==> config.mk <==
export PLATFORM = sky130hd
export DESIGN_NAME = dvfs_seq
export DESIGN_NICKNAME = d
export VERILOG_FILES = /design/src/rtl/dvfs_pkg.sv /design/src/rtl/dvfs_vid_ramp.sv /design/src/rtl/dvfs_lock_wait.sv /design/src/rtl/dvfs_hold_timer.sv /design/src/rtl/dvfs_seq.sv
export SDC_FILE = /design/constraint.sdc
export NUM_CORES = 1
export LEC_CHECK = 0
export ABC_AREA = 1
export BUFFER_PORTS_ARGS = -buffer_cell sky130_fd_sc_hd__buf_4
export CAP_MARGIN = 20
export CORE_MARGIN = 1.5
export CORE_UTILIZATION = 45
export CTS_BUF_LIST = sky130_fd_sc_hd__clkbuf_16
export CTS_CLUSTER_SIZE = 8
export DETAILED_ROUTE_END_ITERATION = 10
export PLACE_DENSITY = 0.66
export SYNTH_ARGS = -nofsm -noshare
export SYNTH_HDL_FRONTEND = slang
export SYNTH_SLANG_ARGS = --single-unit
==> constraint.sdc <==
create_clock -name clk -period 8.4 [get_ports clk]
set_input_delay 0.42 -clock clk [delete_from_list [all_inputs] [get_ports clk]]
set_output_delay 0.42 -clock clk [all_outputs]
set_load 0.03 [all_outputs]
==> src/rtl/dvfs_pkg.sv <==
package dvfs_pkg;

    localparam int FREQ_W = 5;
    localparam int VID_W  = 6;
    localparam int PT_W   = FREQ_W + VID_W;

    typedef struct packed {
        logic [FREQ_W-1:0] freq;
        logic [VID_W-1:0]  vid;
    } op_point_t;

    typedef enum logic [1:0] {
        ST_IDLE   = 2'd0,
        ST_VRAMP  = 2'd1,
        ST_RELOCK = 2'd2
    } seq_state_t;

    typedef enum logic [1:0] {
        RA_TARGET = 2'd0,
        RA_LOWPT  = 2'd1,
        RA_DWELL  = 2'd2
    } reg_addr_t;

    // Millivolts for a voltage code: 16 mV per step below 1708 mV.
    function automatic int vid_to_mv(input logic [VID_W-1:0] code);
        return 1708 - 16 * int'(code);
    endfunction

    // First phase of a move: a falling frequency relocks first,
    // otherwise the voltage is ramped first (if it needs to change).
    function automatic seq_state_t first_phase(input op_point_t cur, input op_point_t tgt);
        if (tgt.freq < cur.freq)
            return ST_RELOCK;
        else if (tgt.vid != cur.vid)
            return ST_VRAMP;
        else
            return ST_RELOCK;
    endfunction

endpackage

==> src/rtl/dvfs_vid_ramp.sv <==
module dvfs_vid_ramp
    import dvfs_pkg::*;
#(
    parameter int DWELL_W = 8,
    parameter int RST_VID = 30
) (
    input  logic               clk,
    input  logic               rst,
    input  logic               en,
    input  logic [VID_W-1:0]   target,
    input  logic [DWELL_W-1:0] dwell,
    output logic [VID_W-1:0]   vid
);

    logic [DWELL_W-1:0] cnt;
    logic               up;

    assign up = target > vid;

    always_ff @(posedge clk) begin
        if (rst) begin
            vid <= VID_W'(RST_VID);
            cnt <= '0;
        end else if (!en || vid == target) begin
            cnt <= '0;
        end else if (cnt == dwell) begin
            cnt <= '0;
            vid <= up ? vid + VID_W'(1) : vid - VID_W'(1);
        end else begin
            cnt <= cnt + DWELL_W'(1);
        end
    end

endmodule

==> src/rtl/dvfs_lock_wait.sv <==
module dvfs_lock_wait #(
    parameter int LOCK_TO = 1000
) (
    input  logic clk,
    input  logic rst,
    input  logic en,
    input  logic lock_done,
    output logic finish,
    output logic timed_out
);

    localparam int LK_W = $clog2(LOCK_TO + 1);

    logic [LK_W-1:0] cnt;
    logic            limit;

    assign limit     = cnt == LK_W'(LOCK_TO - 1);
    assign finish    = en && (lock_done || limit);
    assign timed_out = en && !lock_done && limit;

    always_ff @(posedge clk) begin
        if (rst || !en)
            cnt <= '0;
        else if (!limit)
            cnt <= cnt + LK_W'(1);
    end

endmodule

==> src/rtl/dvfs_hold_timer.sv <==
module dvfs_hold_timer #(
    parameter int HOLD = 5000
) (
    input  logic clk,
    input  logic rst,
    input  logic en,
    input  logic clr,
    output logic expired
);

    localparam int HD_W = $clog2(HOLD + 1);

    logic [HD_W-1:0] cnt;

    assign expired = cnt == HD_W'(HOLD);

    always_ff @(posedge clk) begin
        if (rst || !en || clr)
            cnt <= '0;
        else if (!expired)
            cnt <= cnt + HD_W'(1);
    end

endmodule

==> src/rtl/dvfs_seq.sv <==
module dvfs_seq
    import dvfs_pkg::*;
#(
    parameter int DWELL_W   = 8,
    parameter int DWELL_RST = 2,
    parameter int LOCK_TO   = 1000,
    parameter int HOLD      = 5000,
    parameter int RST_FREQ  = 8,
    parameter int RST_VID   = 30
) (
    input  logic              clk,
    input  logic              rst,
    input  logic              wr_en,
    input  logic [1:0]        wr_addr,
    input  logic [PT_W-1:0]   wr_data,
    input  logic              die_hot,
    input  logic              lock_done,
    output logic [VID_W-1:0]  vid_out,
    output logic [FREQ_W-1:0] pll_freq,
    output logic              relock_req,
    output logic              core_unavail,
    output logic              snoop_block,
    output logic              thermal_irq,
    output logic              lock_err
);

    seq_state_t         state;
    op_point_t          tgt, saved, low_pt, pend, cur_pt, start_pt;
    logic               pend_v, throttled;
    logic [DWELL_W-1:0] dwell;
    logic [FREQ_W-1:0]  freq_q;
    logic [VID_W-1:0]   vid_w;
    logic               lk_finish, lk_timeout, hold_exp;
    logic               idle, therm_down, therm_up, sw_go, launch, hold_restart;
    logic               wr_target;

    assign cur_pt    = '{freq: freq_q, vid: vid_w};
    assign idle      = state == ST_IDLE;
    assign wr_target = wr_en && wr_addr == RA_TARGET;

    // Launch selection: thermal first, then a deferred software target.
    always_comb begin
        therm_down = 1'b0;
        therm_up   = 1'b0;
        sw_go      = 1'b0;
        start_pt   = pend;
        if (throttled) begin
            if (hold_exp && !die_hot) begin
                therm_up = 1'b1;
                start_pt = pend_v ? pend : saved;
            end
        end else if (die_hot) begin
            therm_down = 1'b1;
            start_pt   = low_pt;
        end else if (pend_v) begin
            sw_go = 1'b1;
        end
    end

    assign launch       = idle && (therm_down || therm_up || sw_go);
    assign hold_restart = idle && throttled && hold_exp && die_hot;

    dvfs_vid_ramp #(.DWELL_W(DWELL_W), .RST_VID(RST_VID)) u_ramp (
        .clk    (clk),
        .rst    (rst),
        .en     (state == ST_VRAMP),
        .target (tgt.vid),
        .dwell  (dwell),
        .vid    (vid_w)
    );

    dvfs_lock_wait #(.LOCK_TO(LOCK_TO)) u_lock (
        .clk       (clk),
        .rst       (rst),
        .en        (state == ST_RELOCK),
        .lock_done (lock_done),
        .finish    (lk_finish),
        .timed_out (lk_timeout)
    );

    dvfs_hold_timer #(.HOLD(HOLD)) u_hold (
        .clk     (clk),
        .rst     (rst),
        .en      (throttled && idle),
        .clr     (hold_restart),
        .expired (hold_exp)
    );

    always_ff @(posedge clk) begin
        if (rst) begin
            state     <= ST_IDLE;
            tgt       <= '{freq: FREQ_W'(RST_FREQ), vid: VID_W'(RST_VID)};
            saved     <= '{freq: FREQ_W'(RST_FREQ), vid: VID_W'(RST_VID)};
            low_pt    <= '{freq: FREQ_W'(RST_FREQ), vid: VID_W'(RST_VID)};
            pend      <= '0;
            pend_v    <= 1'b0;
            throttled <= 1'b0;
            dwell     <= DWELL_W'(DWELL_RST);
            freq_q    <= FREQ_W'(RST_FREQ);
            lock_err  <= 1'b0;
            thermal_irq <= 1'b0;
        end else begin
            thermal_irq <= launch && (therm_down || therm_up);

            if (wr_en && wr_addr == RA_LOWPT)
                low_pt <= op_point_t'(wr_data);
            if (wr_en && wr_addr == RA_DWELL)
                dwell <= wr_data[DWELL_W-1:0];

            if (wr_target) begin
                pend   <= op_point_t'(wr_data);
                pend_v <= 1'b1;
            end else if (launch && (sw_go || therm_up)) begin
                pend_v <= 1'b0;
            end

            if (lk_timeout)
                lock_err <= 1'b1;

            unique case (state)
                ST_IDLE: begin
                    if (launch) begin
                        tgt <= start_pt;
                        if (therm_down) begin
                            saved     <= cur_pt;
                            throttled <= 1'b1;
                        end
                        if (therm_up)
                            throttled <= 1'b0;
                        if (start_pt != cur_pt) begin
                            state <= first_phase(cur_pt, start_pt);
                            if (first_phase(cur_pt, start_pt) == ST_RELOCK)
                                freq_q <= start_pt.freq;
                        end
                    end
                end
                ST_VRAMP: begin
                    if (vid_w == tgt.vid) begin
                        if (freq_q != tgt.freq) begin
                            state  <= ST_RELOCK;
                            freq_q <= tgt.freq;
                        end else begin
                            state <= ST_IDLE;
                        end
                    end
                end
                ST_RELOCK: begin
                    if (lk_finish)
                        state <= (vid_w != tgt.vid) ? ST_VRAMP : ST_IDLE;
                end
                default: state <= ST_IDLE;
            endcase
        end
    end

    assign vid_out      = vid_w;
    assign pll_freq     = freq_q;
    assign relock_req   = state == ST_RELOCK;
    assign core_unavail = !idle;
    assign snoop_block  = !idle;

endmodule

Word-level counts from Yosys, hierarchy flattened
Cells that the tools add are included.
{ "op_classes": {"n_lt_le_gt_ge": 2, "muxes": 33, "n_reduce_logical": 39, "bitwise_logic": 1, "eq_ne": 19, "addsub": 5} }
{ "op_table": {"columns": ["cell", "n"], "rows": [
  ["2-to-1 mux 11 bit", 4],
  ["2-to-1 mux 5 bit", 5],
  ["2-to-1 mux 2 bit", 9],
  ["adder 13 x 1 -> 13 bit (second input constant)", 1],
  ["== test 13 bit (second input constant)", 1],
  ["logical AND 1 bit", 13],
  ["2-to-1 mux 1 bit", 12],
  ["inequality test 6 bit", 2],
  ["inequality test 11 bit", 1],
  ["adder 10 x 1 -> 10 bit (second input constant)", 1],
  ["== test 10 bit (second input constant)", 1],
  ["case mux 5 bit (2 select lines)", 1],
  ["adder 8 x 1 -> 8 bit (second input constant)", 1],
  ["== test 8 bit", 1],
  ["logical OR 1 bit", 8],
  ["adder 6 x 1 -> 6 bit (second input constant)", 1],
  ["== test 2 bit (second input constant)", 3],
  ["== test 6 bit", 1],
  ["> comparator 6 bit", 1],
  ["logical NOT 1 bit", 6],
  ["2-to-1 mux 6 bit", 1],
  ["inequality test 2 x 1 -> 1 bit (second input constant)", 3],
  ["inequality test 2 bit (second input constant)", 3],
  ["case mux 2 bit (3 select lines)", 1],
  ["other kinds (12)", 18]
]} }
{ "word_totals": {"wordCells": 118, "out_inout_bits": 16, "register_bits": 100, "inputBits": 18} }

Depth between registers and ports, before layout
Gate-level depths: netlist (run 1).
{ "depth": {"word_depth": 16, "depth_mapped": 24, "ltp_nobuf": 24} }

Modules after synthesis
A second synthesis (run 1) with hierarchy kept.
{ "hier_totals": {"hier_cells": 846, "area_unflattened_um2": 5730.5} }
{ "by_module_without_submodules": {"columns": ["module", "seq_area_each_um2", "n_inst", "cells_per_inst", "area_per_inst_um2"], "rows": [
  ["dvfs_seq", 1261.2, 1, 481, 3296.9],
  ["dvfs_vid_ramp", 280.3, 1, 154, 1049.8],
  ["dvfs_hold_timer", 260.2, 1, 123, 809.5],
  ["dvfs_lock_wait", 200.2, 1, 88, 574.3]
]} }

Least setup slack after synthesis (run 1)
No wires, ideal clock.
{ "synth_path": {"kind": "flip-flop to flip-flop", "startpoint": "register u_ramp.vid[5]", "endpoint": "register u_ramp.vid[5]", "n_path_buf": 0, "period_less_slack_ns": 3.014, "t_arrival_ns": 2.944, "path_stages_with_launch": 23, "slack_ns": 5.386, "setup_ns": 0.070, "t_required_ns": 8.330, "path_cell_list": "dfxtp_1 > inv_1 > ha_1 > nand2_1 > inv_1 > nand3_1 > inv_1 > nand3_1 > inv_1 > a31oi_1 > inv_1 > ha_1 > nand2_1 > nor2_1 > a211oi_1 > nor2_1 > nor2_1 > inv_1 > a21oi_1 > a21oi_1 > o21ai_0 > o21ai_0 > a21oi_1"} }
{ "synth_via": {"elab_chain_cells": 4, "word_cells_on_any_way": 8, "cone_classes": "2 x add/sub; 1 x order compare; 1 x eq/ne; 1 x mux; 1 x bitwise; 2 x reduce/logical"} }
{ "synth_rtl": {"columns": ["item", "line", "source"], "rows": [
  ["start: declaration", "dvfs_vid_ramp.sv:12", "output logic [VID_W-1:0] vid"],
  ["start signal: assignment", "dvfs_vid_ramp.sv:22", "vid <= VID_W'(RST_VID);"],
  ["start signal: assignment", "dvfs_vid_ramp.sv:28", "vid <= up ? vid + VID_W'(1) : vid - VID_W'(1);"],
  ["parallel branches: the longest is 4 deep, another holds subtractor 6 x 1 -> 6 bit", null, null]
]} }
Parallel ways; which one is timed is not known.
A chain may end at the register's enable or synchronous reset.

Final worst setup path (run 1)
Same ends and word-level chain as after synthesis.

==> flow_summary.yaml, run 1 <==
die:
  die-area_sq_um: 12400
  io_pins: 34
  rows: 39
  die_w_um: 111
  start_util_pct: 46.3
  dieHeight_um: 111
  core_area_sq_um: 11400
power:
  p_leak_nw: 2.57
  powerDensity_nw_per_um2: 273
  power_w: 0.00161
  ir_worst_vdd_mv: 0.136
synth:
  synth_top_area_share_pct: 37.9
  synth_top_family_by_area: "simple AND/OR/NAND/NOR gates"
  syn-cell-area_sq_um: 5280
  synth-simple-area-share_pct: 29.2
  syn_area_per_cell_sq_um: 7.13
  synth_seq_cells: 100
  synth_fa_ha_area_share_pct: 4.88
  synth_mux_area_share_pct: 0
  synthXorXnorAreaFrac_pct: 2.49
  yosysSeqAreaShare_pct: 37.9
  yosys_warnings: 0
  syn_nets: 779
  synthArstFlopShare_pct: 0
  synth.most_common_cell: "nand2_1"
  synth_ff_type: "dfxtp_1"
  synthDistinctLibCells: 43
  synth_top_area_cell: "dfxtp_1"
  synth.area.top_cells: "dfxtp_1 38%, nand2_1 9.1%, nor2_1 6.4%"
  netlist_instances: 741
  synth_common_cells: "128 x nand2_1, 100 x dfxtp_1, 90 x nor2_1"
  synth_compound_area_share_pct: 16.8
  synth_edf_count: 0
placement:
  hpwl_um: 9160
  dp_slack_ps: 5190
  io_buffers: 33
  gp_congestion: 0.921
  dp.cells: 902
cts:
  clock-sinks: 100
  htree_levels: 3
  cts_buffers: 9
  clk_path_buf_depth: 2
  cts_root_buf: "clkbuf_16"
  cts_setup_buffers: 0
  clkTransAtPathRegs_ps: 70
  cts_hold_buf: 0
  cts_resized: 0
  clock_latency_ps: 350
  cts_tree: "done"
global_route:
  grtUsageTotal_pct: 20.3
  use_met3_pct: 3.86
  grt_overflow: 0
  met1_usage_pct: 27.1
  antenna_found_initial: 0
  grt_max_degree: 43
  grt_util_met2_pct: 32.1
  top_usage_layer: "met2"
  grt_pass1_wl_um: 20900
  grt_pass1_vias: 4545
worst_setup_path:
  cp_slowest_stage_delay_ps: 370
  endpoint_kind: "flop"
  path_buf_inv: 6
  cp.arrival_ps: 3550
  crit_family: "compound AO/OA/AOI/OAI gates"
  crit_path_frequent_cell: "inv_1"
  cp_cell_sequence: "inv_1 -> ha_1 -> nand2_1 -> inv_1 -> nand3_1 -> inv_1 -> nand3_1 -> inv_1 -> a31oi_1 -> inv_1 -> ha_1 -> nand2_1 -> nor2_1 -> a211oi_1 -> nor2_1 -> nor2_1 -> inv_1 -> a21oi_1 -> a21oi_1 -> o21ai_0 -> o21ai_0 -> a21oi_1"
  path_class: "flop to flop"
  worst-path-max-fanout: 5
  startpoint_type: "flop"
  worst_path_max_delay_cell: "dfxtp_1"
  cp.required_ps: 8680
finish:
  drive_gt1_share_pct: 13.4
  multiInputGateArea_sq_um: 2820
  fillers: 1147
  fin_cells: 917
  n_antenna_cell: 0
  syn_to_final_growth_pct: 11.7
  fin_nets: 808
  regArea_sq_um: 2000
detailed_routing:
  vias: 4827
  drt_iter0_drc: 299
  drc: 0
  wl_um: 12000
  final_antenna_net_count: 0
  firstDrtPassIters: 5
  drt-wirelength-per-cell_um: 13.1
  routed_via_density: 5.26
timing:
  holdWs_ps: 290
  post-route-min-period_ps: 3280
  worst_pin_slew_ps: 832
  report.final.setup_viol: 0
  slew_violations: 0
  worst_slack_ps: 5120
  relSlewSlack_pct: 44.1
  fin_crit_sh_pct: 39.0
  max_freq_ghz: 0.305
  rsz0062_at_grt: "false"
  setup_tns_ps: 0
  hold_viol: 0
  finClkSkew_ps: 6.22
hold_path:
  hold_path.class: "input port to flop"
run_status:
  status: "completed"
run:
  maxCapViolCount: 0
placed cells by master (no fill, tap or decap), types with 2 or more instances in the layout:
| cell type | instances |
|---|---|
| nand2_1 | 128 |
| dfxtp_1 | 100 |
| nor2_1 | 90 |
| inv_1 | 87 |
| a21oi_1 | 65 |
| o21ai_0 | 58 |
| nand3_1 | 41 |
| buf_4 | 36 |
| ha_1 | 19 |
| nand2_2 | 18 |
| nand4_1 | 13 |
| o211ai_1 | 12 |
| inv_2 | 10 |
| nor3_1 | 10 |
| clkbuf_16 | 9 |
| xnor2_1 | 8 |
| xor2_1 | 7 |
| or2_2 | 7 |
| o22ai_1 | 6 |
| o21a_1 | 5 |
| a211oi_1 | 5 |
| o21ai_1 | 4 |
| nor2_4 | 4 |
| nand2_4 | 4 |
| nor2_2 | 3 |
| clkinv_1 | 3 |
| a31oi_1 | 2 |
| nand3_2 | 2 |
| nor2_8 | 2 |
| clkinv_2 | 2 |
per-layer routing:
metal	part of all wire [%]	vias up
met4	2.7	0
met5	0	-
li1	-	2484
met1	49	2210
met2	44	106
met3	3.9	27
where the power goes:
| group | leakage [nW] | internal, W | switching [W] |
|---|---|---|---|
| clock network | 0.134 | 0.000197 | 0.000178 |
| logic | 1.62 | 0.000232 | 0.000414 |
| registers | 0.816 | 0.000536 | 0.0000521 |
through the flow:
step,util (%),cell area (sq um)
CTS,51.7,5900
global route,51.7,5900
floorplan,-,5280
global placement,49.4,5640
detailed placement,49.4,5640
finish,51.7,5900
state kept, by name, indices dropped and copies added, names as in the netlist:
name and count:
u_hold.cnt 13, pend 11, state 2, lock_err 1
saved 11, pend_v 1, dwell 8, throttled 1
thermal_irq 1, u_lock.cnt 10, tgt 11, u_ramp.cnt 8
pll_freq 5, low_pt 11, u_ramp.vid 6
cells by family after synthesis:
kind of cell	Yosys count
AO/OA/AOI/OAI	161
XOR/XNOR	15
adder cells (fa/ha/maj)	20
buffers and inverters	117
flip-flops	100
AND/OR/NAND/NOR	328
cell type report:
cell class / count / share of cell area [%]
clock buffers: 9 / 3.82
clock inverters: 6 / 0.573
inverters: 99 / 6.34
multi-input cells: 524 / 47.7
flip-flops and latches: 100 / 33.9
well taps: 143 / 3.03
repair buffers: 36 / 4.58
worst paths after layout:
| kind | endpoint | start | slack [ps] | cells past startpoint |
|---|---|---|---|---|
| min | low_pt[9] | wr_data[9] | 290 | 3 |
| max | u_ramp.vid[5] | u_ramp.vid[5] | 5120 | 22 |
| min reg2reg | u_lock.cnt[9] | u_lock.cnt[9] | 460 | 2 |
| max reg2reg | u_ramp.vid[5] | u_ramp.vid[5] | 5120 | 22 |
worst min-delay path, stage by stage:
cell and delay (ps):
buf_4 80, nand2_1 40, nand3_1 60
Power figures use the tool's default switching activity.
==> run 2, diff against run 1 <==
--- a/config.mk
+++ b/config.mk
@@ -5,7 +5,7 @@
 export SDC_FILE = /design/constraint.sdc
 export NUM_CORES = 1
 export LEC_CHECK = 0
-export ABC_AREA = 1
+export ABC_AREA = 0
 export BUFFER_PORTS_ARGS = -buffer_cell sky130_fd_sc_hd__buf_4
 export CAP_MARGIN = 20
 export CORE_MARGIN = 1.5
@@ -13,7 +13,7 @@
 export CTS_BUF_LIST = sky130_fd_sc_hd__clkbuf_16
 export CTS_CLUSTER_SIZE = 8
 export DETAILED_ROUTE_END_ITERATION = 10
-export PLACE_DENSITY = 0.66
+export PLACE_DENSITY = 0.69
 export SYNTH_ARGS = -nofsm -noshare
 export SYNTH_HDL_FRONTEND = slang
 export SYNTH_SLANG_ARGS = --single-unit
==> constraint.sdc (replaced) <==
create_clock -name clk -period 2.85 [get_ports clk]
set_input_delay 0.1425 -clock clk [delete_from_list [all_inputs] [get_ports clk]]
set_output_delay 0.1425 -clock clk [all_outputs]
set_load 0.03 [all_outputs]
==> flow_summary.yaml, run 2 <==
timing:
  holdWs_ps: 30.6
  hold_viol: 0
  post-route-min-period_ps: 3170
  max_freq_ghz: 0.316
  worst_slack_ps: -318
  worst_pin_slew_ps: 799
  report.final.setup_viol: 7
  relSlewSlack_pct: 46.6
  rsz0062_at_grt: "true"
  finClkSkew_ps: 7.73
  fin_crit_sh_pct: 111
  slew_violations: 0
worst_setup_path:
  regToRegSetupSlack_ps: -320
  path_class: "flop to flop"
  startpoint_type: "flop"
  endpoint_kind: "flop"
  cp_cell_sequence: "or4b_4 -> or4_4 -> a311oi_2 -> o21a_1 -> o211ai_2 -> or3_4 -> a31oi_4 -> mux2_2"
  cp.arrival_ps: 3400
  worst-path-max-fanout: 5
  cp.required_ps: 3080
  cp_slowest_stage_delay_ps: 580
  worst_path_max_delay_cell: "or4b_4"
synth:
  syn_nets: 609
  synth_common_cells: "100 x dfxtp_1, 97 x nor2_1, 52 x nand2_1"
  yosysSeqAreaShare_pct: 40.6
  synthArstFlopShare_pct: 0
  syn_area_per_cell_sq_um: 8.64
  synthDistinctLibCells: 61
  netlist_instances: 571
  yosys_warnings: 0
  synth.area.top_cells: "dfxtp_1 41%, nor2_1 7.4%, ha_1 4.8%"
  synth.most_common_cell: "dfxtp_1"
  synth_edf_count: 0
  synth_top_area_cell: "dfxtp_1"
  synth_top_area_share_pct: 40.6
  synth_ff_type: "dfxtp_1"
  synth_seq_cells: 100
  syn-cell-area_sq_um: 4930
run_status:
  status: "finished, violations left"
  violations: "setup timing"
cts:
  clock-sinks: 100
  htree_levels: 3
  cts_root_buf: "clkbuf_16"
  cts_buffers: 9
  clock_latency_ps: 340
  cts_tree: "done"
  clkTransAtPathRegs_ps: 70
  clk_path_buf_depth: 2
detailed_routing:
  routed_via_density: 5.41
  final_antenna_net_count: 0
  wl_um: 12700
  drt_iter0_drc: 330
  drc: 0
  drt-wirelength-per-cell_um: 15.8
  vias: 4347
  firstDrtPassIters: 4
power:
  p_comb_share_pct: 36.9
  p_leak_nw: 2.60
  seqPwrFrac_pct: 36.3
  powerDensity_nw_per_um2: 699
  ir_worst_vdd_mv: 0.482
  power_switching_w: 0.00155
  pwr-share-clk_pct: 26.8
  swShare_pct: 34.3
  internal-power_w: 0.00296
hold_path:
  hold_path.class: "input port to flop"
placement:
  dp.cells: 776
  placed_cell_area_sq_um: 5770
  io_buffers: 33
  hpwl_um: 8760
  gp_congestion: 0.857
finish:
  finish.instance_area_sq_um: 6460
  largest_register: "u_hold.cnt"
  fin_nets: 697
  drive_gt1_share_pct: 27.1
  fin_cells: 804
  largest_reg_flops: 13
  n_antenna_cell: 0
  fillers: 936
  final_common_cell: "buf_4"
  syn_to_final_growth_pct: 30.9
  layout_common_cells: "99 x buf_4, 94 x nor2_1, 94 x dfxtp_1, 52 x nand2_1, 32 x a21oi_1"
die:
  die-area_sq_um: 11600
  dieHeight_um: 108
  start_util_pct: 45.9
  io_pins: 34
  die_w_um: 108
  core_area_sq_um: 10700
  rows: 38
global_route:
  grtUsageTotal_pct: 21.7
  grt_pass1_wl_um: 19900
  grt_overflow: 0
  antenna_found_initial: 0
  grt_max_degree: 78
  grt_pass1_vias: 4162
run:
  maxCapViolCount: 0
## run 2: worst paths after layout
path,startpoint,end,cells past startpoint
worst min register to register,saved[10],saved[10],2
worst min-delay path,wr_data[9],low_pt[9],3
worst max-delay path,u_hold.cnt[4],pll_freq[1],8
worst max register to register,u_hold.cnt[4],pll_freq[1],8
## run 2: what timing repair did
| action | 4_1_cts | 5_1_grt |
|---|---|---|
| hold buffers | 0 | 0 |
| cloned | 0 | 0 |
| setup buffers | 0 | 12 |
| gates resized for setup | 4 | 49 |
| setup endpoints to repair | 7 | 8 |
| pin swaps | 1 | 26 |
## run 2: power groups by stage
| stage | logic, W | clock network [W] | registers [W] |
|---|---|---|---|
| finish | 0.00167 | 0.00121 | 0.00164 |
| floorplan | 0.000965 | 0 | 0.00167 |
| CTS | 0.00148 | 0.00123 | 0.00163 |
| global placement | 0.00142 | 0 | 0.00165 |
| detailed placement | 0.00146 | 0 | 0.00166 |
| global route | 0.00182 | 0.00130 | 0.00165 |
## run 2: layer usage
metal	track usage [%]	share of wire, %	up-vias
met5	0	0	-
met4	7.61	1.9	0
met3	4.00	3.8	18
met2	36.9	50	75
met1	27.4	44	2110
li1	-	-	2144
## run 2: final cells by class
cell class	count	area (sq um)	area share [%]
clock buffer	9	225	3.49
clock inverter	7	66.3	1.03
inverter	23	86.3	1.34
multi-input combinational	424	3120	48.3
sequential	100	2010	31.1
tap	140	175	2.71
timing repair buffer	101	774	12.0
## run 2: cell families (layout without fill, tap and decap cells)
logic type	Yosys count	count (layout)	synth area share, %
buf+inv	47	140	3.78
flops	100	100	40.6
mux	27	27	5.58
xor+xnor	46	46	8.16
compound gates	99	99	14.2
simple gates	232	232	22.5
fa+ha+maj	20	20	5.22
## run 2: worst max-delay path, delay by kind of cell, from the launching register on
family,cells,cell delay [ps]
DFF,1,340
and+or+nand+nor,3,1480
muxes,1,360
AOI/OAI and AO/OA,4,870
## run 2: metrics by stage
stage	setup WS [ps]	power, W	TNS [ps]	util, %
6_report	-318	0.00452	-1670	60.1
5_1_grt	-401	0.00477	-2380	60.1
4_1_cts	-247	0.00434	-1590	56.5
3_5_place_dp	-289	0.00312	-1850	53.7
3_3_place_gp	-205	0.00307	-1110	53.7
2_1_floorplan	-178	0.00263	-659	-
==> run 3, diff against run 2 <==
--- a/config.mk
+++ b/config.mk
@@ -5,7 +5,6 @@
 export SDC_FILE = /design/constraint.sdc
 export NUM_CORES = 1
 export LEC_CHECK = 0
-export ABC_AREA = 0
 export BUFFER_PORTS_ARGS = -buffer_cell sky130_fd_sc_hd__buf_4
 export CAP_MARGIN = 20
 export CORE_MARGIN = 1.5
==> constraint.sdc (replaced) <==
create_clock -name clk -period 2.85 [get_ports clk]
set_input_delay 0.4275 -clock clk [delete_from_list [all_inputs] [get_ports clk]]
set_output_delay 0.4275 -clock clk [all_outputs]
set_load 0.03 [all_outputs]
==> flow_summary.yaml, run 3 (same netlist as run 2, synthesis figures left out) <==
detailed_routing:
  firstDrtPassIters: 5
  final_antenna_net_count: 0
  drt_iter0_drc: 364
  routed_via_density: 5.41
  wl_um: 12700
  drt-wirelength-per-cell_um: 15.7
  vias: 4378
  drc: 0
global_route:
  grt_pass1_vias: 4386
  antenna_found_initial: 0
  use_met3_pct: 4.30
  met1_usage_pct: 27.2
  grt_max_degree: 43
  grtUsageTotal_pct: 22.2
  top_usage_layer: "met2"
  grt_pass1_wl_um: 20300
  grt_overflow: 0
  grt_util_met2_pct: 37.2
die:
  dieHeight_um: 108
  die-area_sq_um: 11600
  core_area_sq_um: 10700
  rows: 38
  start_util_pct: 45.9
  die_w_um: 108
  io_pins: 34
cts:
  cts_root_buf: "clkbuf_16"
  clkTransAtPathRegs_ps: 70
  cts_hold_buf: 0
  clock_latency_ps: 350
  cts_buffers: 9
  clock-sinks: 100
  clk_path_buf_depth: 2
  htree_levels: 3
  cts_tree: "done"
timing:
  rsz0062_at_grt: "true"
  finClkSkew_ps: 10.0
  worst_pin_slew_ps: 790
  worst_slack_ps: -303
  slew_violations: 0
  fin_crit_sh_pct: 111
  relSlewSlack_pct: 47.1
  post-route-min-period_ps: 3150
  report.final.setup_viol: 7
  hold_viol: 0
  max_freq_ghz: 0.317
placement:
  gp_congestion: 0.872
  io_buffers: 33
  placed_cell_area_sq_um: 5800
  dp_slack_ps: -336
  hpwl_um: 9030
worst_setup_path:
  startpoint_type: "flop"
  cp.required_ps: 3090
  cp.arrival_ps: 3390
  path_class: "flop to flop"
  endpoint_kind: "flop"
  regToRegSetupSlack_ps: -300
  worst-path-max-fanout: 4
finish:
  fin_nets: 702
  final_common_cell: "buf_4"
  largest_register: "u_hold.cnt"
  fillers: 903
  multiInputGateArea_sq_um: 3060
  n_antenna_cell: 0
  finish.instance_area_sq_um: 6470
  final_util_pct: 60.2
  layout_common_cells: "102 x buf_4, 95 x nor2_1, 91 x dfxtp_1, 52 x nand2_1, 31 x a21oi_1"
  largest_reg_flops: 13
  syn_to_final_growth_pct: 31.0
  regArea_sq_um: 2010
  drive_gt1_share_pct: 28.0
run_status:
  violations: "setup timing"
  status: "finished, violations left"
power:
  ir_worst_vdd_mv: 0.368
  powerDensity_nw_per_um2: 713
  p_leak_nw: 2.60
run:
  maxCapViolCount: 0
hold_path:
  hold_path.class: "input port to flop"
==> run 3: per-layer routing <==
metal  part of all wire, %  up-vias  routed length (um)
met4                   2.5        0                 323
met2                    50       97                6360
li1                      -     2157                   -
met1                    43     2097                5510
met5                     0        -                   0
met3                   3.8       27                 485
==> run 3: final timing paths <==
path                                    start          end  cells after the start
worst max register to register  u_hold.cnt[7]  pll_freq[1]                     11
worst max-delay path            u_hold.cnt[7]  pll_freq[1]                     11
worst min register to register       saved[8]     saved[8]                      2
worst min-delay path               wr_data[9]    low_pt[9]                      3
==> run 3: metrics by stage <==
step           hold slack [ps]  cells  power, W  TNS [ps]
2_1_floorplan              432    571   0.00263      -659
3_3_place_gp               448    782   0.00307     -1560
3_5_place_dp               455    782   0.00312     -2060
4_1_cts                    301    803   0.00449     -1570
5_1_grt                    309    809   0.00486     -2570
6_report                   309    809   0.00461     -1750
==> run 3: cell type report <==
| type | count | area share [%] |
|---|---|---|
| Clock buffer | 9 | 3.48 |
| Inverter | 23 | 1.34 |
| Timing Repair Buffer | 106 | 12.5 |
| Tap cell | 140 | 2.71 |
| Clock inverter | 7 | 1.51 |
| Multi-Input combinational cell | 424 | 47.3 |
| Sequential cell | 100 | 31.1 |
==> run 3: critical path: stages (launching register included) <==
cell,delay (ps)
dfxtp_2,340
nor4bb_4,330
buf_4,180
and4_4,240
mux2i_1,220
a21oi_1,130
ha_1,340
and3_4,200
nand3_2,60
or3_4,390
a31oi_4,270
mux2_4,320
==> run 3: what timing repair did <==
item / in CTS / in global routing
buffers inserted: 5 / 6
endpoints found under the setup margin: 7 / 8
endpoints found under the hold margin: 0 / 0
pin swaps: 14 / 24
gates resized for setup: 19 / 36
==> run 3: power by group <==
group	leakage (nW)	internal, W	total [W]	switching, W
sequential	0.814	0.00152	0.00163	0.000112
clock	0.154	0.000774	0.00132	0.000549
combinational	1.63	0.000756	0.00166	0.000900
total	2.60	0.00305	0.00461	0.00156
